===== config.mk =====
export PLATFORM = sky130hd
export DESIGN_NAME = acc_avg_stage
export DESIGN_NICKNAME = d
export VERILOG_FILES = /design/src/rtl/acc_avg_pkg.sv /design/src/rtl/acc_run_tracker.sv /design/src/rtl/acc_scale_sat.sv /design/src/rtl/acc_res_narrow.sv /design/src/rtl/acc_avg_stage.sv
export SDC_FILE = /design/constraint.sdc
export NUM_CORES = 1
export LEC_CHECK = 0
export BUFFER_PORTS_ARGS = -buffer_cell sky130_fd_sc_hd__buf_2
export CORE_MARGIN = 5
export CORE_UTILIZATION = 40
export CTS_BUF_LIST = sky130_fd_sc_hd__clkbuf_4 sky130_fd_sc_hd__clkbuf_8 sky130_fd_sc_hd__clkbuf_16
export DETAILED_ROUTE_END_ITERATION = 7
export SYNTH_ARGS = -nofsm -noshare
export SYNTH_HDL_FRONTEND = slang
export SYNTH_SLANG_ARGS = --single-unit
export TNS_END_PERCENT = 50

===== constraint.sdc =====
create_clock -name clk -period 7.05 [get_ports clk]
set_clock_uncertainty 0.1 [all_clocks]
set_input_delay 0.3525 -clock clk [delete_from_list [all_inputs] [get_ports clk]]
set_output_delay 0.3525 -clock clk [all_outputs]
set_load 0.02 [all_outputs]

===== src/rtl/acc_avg_pkg.sv =====
package acc_avg_pkg;
    typedef enum logic [1:0] {
        RES_12 = 2'd0,
        RES_16 = 2'd1,
        RES_10 = 2'd2,
        RES_8  = 2'd3
    } res_mode_e;
endpackage


===== src/rtl/acc_run_tracker.sv =====
module acc_run_tracker #(
    parameter int CODE_W   = 4,
    parameter int MAX_CODE = 10,
    parameter int SHIFT_W  = 3
) (
    input  logic               clk,
    input  logic               rst_n,
    input  logic               smp_valid,
    input  logic               accum_en,
    input  logic [CODE_W-1:0]  cnt_code,
    input  logic [SHIFT_W-1:0] shift_code,
    output logic               first_o,
    output logic               last_o
);
    localparam int CNT_W = MAX_CODE + 1;
    localparam logic [CODE_W-1:0] MAX_C = CODE_W'(MAX_CODE);

    typedef struct packed {
        logic [CNT_W-1:0]   cnt;
        logic [CODE_W-1:0]  code;
        logic [SHIFT_W-1:0] shift;
    } trk_t;

    trk_t trk_d, trk_q;
    logic [CODE_W-1:0] eff_code;
    logic [CNT_W-1:0]  target_m1;
    logic [CNT_W-1:0]  idx;
    logic              cfg_chg;
    logic              take;

    always_comb begin
        eff_code  = (cnt_code > MAX_C) ? MAX_C : cnt_code;
        target_m1 = (CNT_W'(1) << eff_code) - CNT_W'(1);
        cfg_chg   = (eff_code != trk_q.code) || (shift_code != trk_q.shift);
        take      = smp_valid && accum_en;
        first_o   = take && ((trk_q.cnt == '0) || cfg_chg);
        idx       = first_o ? '0 : trk_q.cnt;
        last_o    = take && (idx == target_m1);

        trk_d = trk_q;
        if (smp_valid) begin
            if (accum_en) begin
                trk_d.cnt   = last_o ? '0 : idx + CNT_W'(1);
                trk_d.code  = eff_code;
                trk_d.shift = shift_code;
            end else begin
                trk_d.cnt = '0;
            end
        end
    end

    always_ff @(posedge clk or negedge rst_n) begin
        if (!rst_n) trk_q <= '0;
        else        trk_q <= trk_d;
    end
endmodule


===== src/rtl/acc_scale_sat.sv =====
module acc_scale_sat #(
    parameter int IN_W    = 22,
    parameter int SHIFT_W = 3,
    parameter int OUT_W   = 16
) (
    input  logic [IN_W-1:0]    sum_i,
    input  logic [SHIFT_W-1:0] shift_i,
    output logic [OUT_W-1:0]   val_o
);
    logic [IN_W-1:0] shifted;
    assign shifted = sum_i >> shift_i;

    generate
        if (IN_W > OUT_W) begin : g_sat
            always_comb begin
                if (|shifted[IN_W-1:OUT_W]) val_o = '1;
                else                        val_o = shifted[OUT_W-1:0];
            end
        end else begin : g_ext
            assign val_o = OUT_W'(shifted);
        end
    endgenerate
endmodule


===== src/rtl/acc_res_narrow.sv =====
module acc_res_narrow
    import acc_avg_pkg::*;
#(
    parameter int SAMPLE_W = 12,
    parameter int OUT_W    = 16
) (
    input  logic [SAMPLE_W-1:0] sample_i,
    input  res_mode_e           mode_i,
    output logic [OUT_W-1:0]    val_o
);
    localparam int DROP10 = (SAMPLE_W > 10) ? SAMPLE_W - 10 : 0;
    localparam int DROP8  = (SAMPLE_W > 8)  ? SAMPLE_W - 8  : 0;

    always_comb begin
        unique case (mode_i)
            RES_10:  val_o = OUT_W'(sample_i >> DROP10);
            RES_8:   val_o = OUT_W'(sample_i >> DROP8);
            default: val_o = OUT_W'(sample_i);
        endcase
    end
endmodule


===== src/rtl/acc_avg_stage.sv =====
module acc_avg_stage
    import acc_avg_pkg::*;
#(
    parameter int SAMPLE_W = 12,
    parameter int CODE_W   = 4,
    parameter int MAX_CODE = 10,
    parameter int SHIFT_W  = 3,
    parameter int OUT_W    = 16
) (
    input  logic                clk,
    input  logic                rst_n,
    input  logic                conv_valid,
    input  logic [SAMPLE_W-1:0] conv_data,
    input  logic [CODE_W-1:0]   cnt_code,
    input  logic [SHIFT_W-1:0]  shift_code,
    input  logic [1:0]          res_mode,
    output logic [OUT_W-1:0]    result,
    output logic                result_ready
);
    localparam int ACC_W = SAMPLE_W + MAX_CODE;

    typedef struct packed {
        logic [ACC_W-1:0] acc;
        logic [OUT_W-1:0] res;
        logic             rdy;
    } st_t;

    st_t st_d, st_q;
    res_mode_e        mode;
    logic             accum_en;
    logic             first, last;
    logic [ACC_W-1:0] acc_sum;
    logic [OUT_W-1:0] scaled, narrow;

    assign mode     = res_mode_e'(res_mode);
    assign accum_en = (mode == RES_16);

    acc_run_tracker #(
        .CODE_W(CODE_W), .MAX_CODE(MAX_CODE), .SHIFT_W(SHIFT_W)
    ) u_trk (
        .clk(clk), .rst_n(rst_n), .smp_valid(conv_valid), .accum_en(accum_en),
        .cnt_code(cnt_code), .shift_code(shift_code),
        .first_o(first), .last_o(last)
    );

    assign acc_sum = (first ? '0 : st_q.acc) + ACC_W'(conv_data);

    acc_scale_sat #(.IN_W(ACC_W), .SHIFT_W(SHIFT_W), .OUT_W(OUT_W)) u_sat (
        .sum_i(acc_sum), .shift_i(shift_code), .val_o(scaled)
    );

    acc_res_narrow #(.SAMPLE_W(SAMPLE_W), .OUT_W(OUT_W)) u_nar (
        .sample_i(conv_data), .mode_i(mode), .val_o(narrow)
    );

    always_comb begin
        st_d     = st_q;
        st_d.rdy = 1'b0;
        if (conv_valid) begin
            if (accum_en) begin
                if (last) begin
                    st_d.res = scaled;
                    st_d.rdy = 1'b1;
                    st_d.acc = '0;
                end else begin
                    st_d.acc = acc_sum;
                end
            end else begin
                st_d.res = narrow;
                st_d.rdy = 1'b1;
                st_d.acc = '0;
            end
        end
    end

    always_ff @(posedge clk or negedge rst_n) begin
        if (!rst_n) st_q <= '0;
        else        st_q <= st_d;
    end

    assign result       = st_q.res;
    assign result_ready = st_q.rdy;
endmodule


==> summary.txt <==
Worst setup path
  • Slowest cell on crit path: or2_2
  • Cell count of the worst reg-to-reg path: 17
  • Sort of element at the end of the critical path: flop
  • Largest stage delay on the critical path: 520 ps
  • CP startpoint: conv_valid
  • Crit path max fanout: 29
  • Count of cell instances traversed by the critical path: 17
  • Startpoint kind of the worst setup timing path: input port
  • Bufs and invs on worst path: 2
  • Start of the worst register-to-register path: u_trk.trk_q[10]
  • Category of the most critical setup path: input port to flop
  • Worst path top cell family by delay: compound AO/OA/AOI/OAI gates
  • Top cell by count, worst path: a211oi_1
  • Critical Path, Cell by Cell: buf_2 > inv_1 > or2_2 > a21oi_2 > nor2_1 > ha_1 > fa_1 > a211oi_1 > o21ai_2 > a21oi_4 > nor2_2 > xnor2_2 > a211oi_1 > or4_1 > or2_1 > o221ai_1 > o311ai_0
  • CP Data Arrival Time: 5690 ps
  • Req. time, crit path: 7140 ps

Timing
  • Setup-failing EPs final: 0
  • Worst relative slew slack: 0.4290
  • Slew at the pin closest to its max-slew limit: 856.4 ps
  • WHS: 74.48 ps
  • Minimum period implied by the final worst setup slack: 5599 ps
  • Fin Setup TNS: 0 ps
  • Period utilisation layout: 0.7941
  • Final hold violation count: 0
  • Setup repair after global routing missed its margin: false
  • Fmax achieved: 178.6 MHz
  • Fin. max-slew vios: 0

GRT
  • Global Route met2 Usage: 0.2777
  • Residual overflow from global routing: 0
  • Global-route wire length before repair: 24110 um
  • All-layer global routing usage: 0.1899
  • GR Util met3: 0.05274
  • Vias in the first global route: 4578
  • Grt peak-use layer: met2
  • Met1 routing resource usage after global routing: 0.2759
  • Largest net degree at the start of global routing: 58
  • Antenna violations before repair: 0

Route
  • Post-DR vias/cell: 6.077
  • Via count: 4971
  • Post-detailed-route DRC marker count: 0
  • Count of nets left with antenna violations after detail routing: 0
  • Post-detailed-routing wire length: 15140 um
  • Detailed-routing iteration count for the pre-antenna-repair pass: 6
  • Number of DRC violations after detailed-routing iteration 0: 599
  • Routed WL per cell: 18.51 um

Layout
  • Post-Layout Inst Area: 5649 um2
  • Commonest cells after routing, fill and taps aside: 59 x nand2_1, 57 x dfrtp_1, 56 x nor2_1
  • Share of post-route cells with drive strength above 1: 0.1455
  • Net count, final: 680
  • Area delta synth->final: 8.170%
  • Fraction of the core area covered by cells at the end of the flow: 0.4440
  • Non-filler cells in the finished layout: 818
  • Most common cell after layout, fill and taps aside: nand2_1
  • Ant. Diodes: 0

Clocking
  • Postcts setup bufs: 0
  • H-tree lvl count: 3
  • Root cell of the clock tree: clkbuf_16
  • Number of sinks on the clock net: 57
  • Total CTS buffers: 9
  • Resized Gates After CTS: 0
  • Max Root-Sink Buffers: 2
  • CTS clk-pin slew, worst paths: 50 ps
  • Hold buffers post-CTS: 0
  • TritonCTS clock tree: yes
  • Worst skew pair latency: 340 ps

Yosys
  • Number of nets in the synthesized netlist: 684
  • Avg Cell Area, Syn: 8.097 um2
  • Area share of fa/ha/maj cells after synthesis: 0.03737
  • Number of distinct library cell variants in the gate-level netlist after synthesis: 75
  • Total standard cell area after synthesis: 5223 um2
  • Yosys warnings: 0
  • Dominant synthesized flop cell: dfrtp_1
  • Number of storage elements in the synthesis netlist: 57
  • Number of enable flip-flop cells after synthesis: 0
  • Sequential area share after synthesis: 0.2731
  • Compound-cell area share of the yosys netlist: 0.2988
  • Simple-gate share of the synthesized area: 0.1957
  • Mux cell area share after synthesis: 0.05414
  • Async set-or-reset flop fraction in the synthesized netlist: 1.000
  • Xor-xnor portion of the synthesized cell area: 0.05007
  • Number of standard cells after synthesis: 645
  • Largest family of logic cells by synthesized area: compound AO/OA/AOI/OAI gates

Job
  • Max-cap check violation count: 0

Pwr
  • Maximum vdd ir drop: 0.1251 mV
  • Leakage power total: 2.434 nW
  • Total power divided by cell area: 199.6 nW/um2

Floorplanning
  • Area of the core region: 12720 um2
  • Initial core utilization: 0.4105
  • Die height: 124.3 um
  • Standard-cell rows: 41
  • Die width: 124.3 um
  • # IOs: 41
  • Die area: 15440 um2

Run status
  • Result of the run: complete, no violations

Placement
  • GP Congestion: 0.9289
  • Port Buffers: 40
  • Half-perimeter wire length after detailed placement: 11020 um
  • Post-detailed-placement cell area: 5348 um2
  • Count of placed standard cells including taps: 802

Hold path
  • HP Class: input port to async pin
synth_stat cells, types with 4 or more instances:
library cell   n  area (um2)
nand2_1       59       221.5
dfrtp_1       57        1426
nor2_1        56       210.2
a21oi_1       33       165.2
inv_1         33       123.9
clkbuf_1      28       105.1
o21ai_0       24       120.1
nand3_1       22       110.1
buf_4         17       127.6
mux2i_1       17       170.2
xnor2_1       17       148.9
o21ai_1       16       80.08
ha_1          14       175.2
nor3_1        13       65.06
o211ai_1      13       97.59
o22ai_1       13       81.33
and3_1        11       68.82
xor2_1        11       96.34
a211oi_1      10       75.07
buf_2         10       50.05
nor4_1        10       62.56
o21a_1        10       75.07
a21o_1         8       60.06
a31oi_1        8       50.05
o31ai_1        8       60.06
o2bb2ai_1      7       61.31
a211o_1        6       52.55
a2bb2oi_1      6       52.55
nand2b_1       6       37.54
nand4_1        6       37.54
o221ai_1       6       52.55
and2_1         5       31.28
buf_6          5       56.30
o221ai_2       5       75.07
a22o_1         4       35.03
a311oi_1       4       35.03
mux2_2         4       45.04
nor4b_1        4       35.03
kinds of logic (layout without fill, tap and decap cells):
group | Yosys count | count (layout)
XOR/XNOR | 29 | 29
flip-flops | 57 | 57
AO/OA/AOI/OAI | 215 | 215
multiplexers | 24 | 24
AND/OR/NAND/NOR | 209 | 209
buffers and inverters | 96 | 97
adder cells (fa/ha/maj) | 15 | 15
metal layers:
layer  routed length (um)  part of all wire
met5                    0                 0
met4                  181             0.012
met3                 1151             0.076
met2                 6599              0.44
met1                 7205              0.48
registers in the layout, indices dropped and copies added (netlist names):
| name | cells |
|---|---|
| result_ready | 1 |
| st_q | 22 |
| u_trk.trk_q | 18 |
| result | 16 |
cell type report:
cell class	count	area (um2)
inverter	33	123.9
tap	172	215.2
clock inverter	3	40.04
multi-input combinational	492	3322
fill	1274	7073
clock buffer	13	261.5
sequential	57	1426
timing repair buffer	48	260.3
power by group:
| group | total (mW) | internal [mW] | switching, mW |
|---|---|---|---|
| Combinational | 0.315 | 0.112 | 0.203 |
| Clock | 0.449 | 0.293 | 0.155 |
| Sequential | 0.364 | 0.351 | 0.0136 |
worst paths after layout:
path                                   end  slack, ps
setup reg to reg                 result[9]       1810
max in group asynchronous       result[12]       6240
setup / recovery                 result[9]       1450
hold / removal             u_trk.trk_q[15]         70
hold reg to reg                 result[13]        360
min in group clk            u_trk.trk_q[2]        200
metrics by stage:
step	worst slack [ps]	total power [mW]
detailed placement	1176	0.6782
floorplan	1744	0.6055
global placement	1297	0.6732
finish	1451	1.128
CTS	1528	1.131
global route	1168	1.179
(Power assumes the default switching activity.)
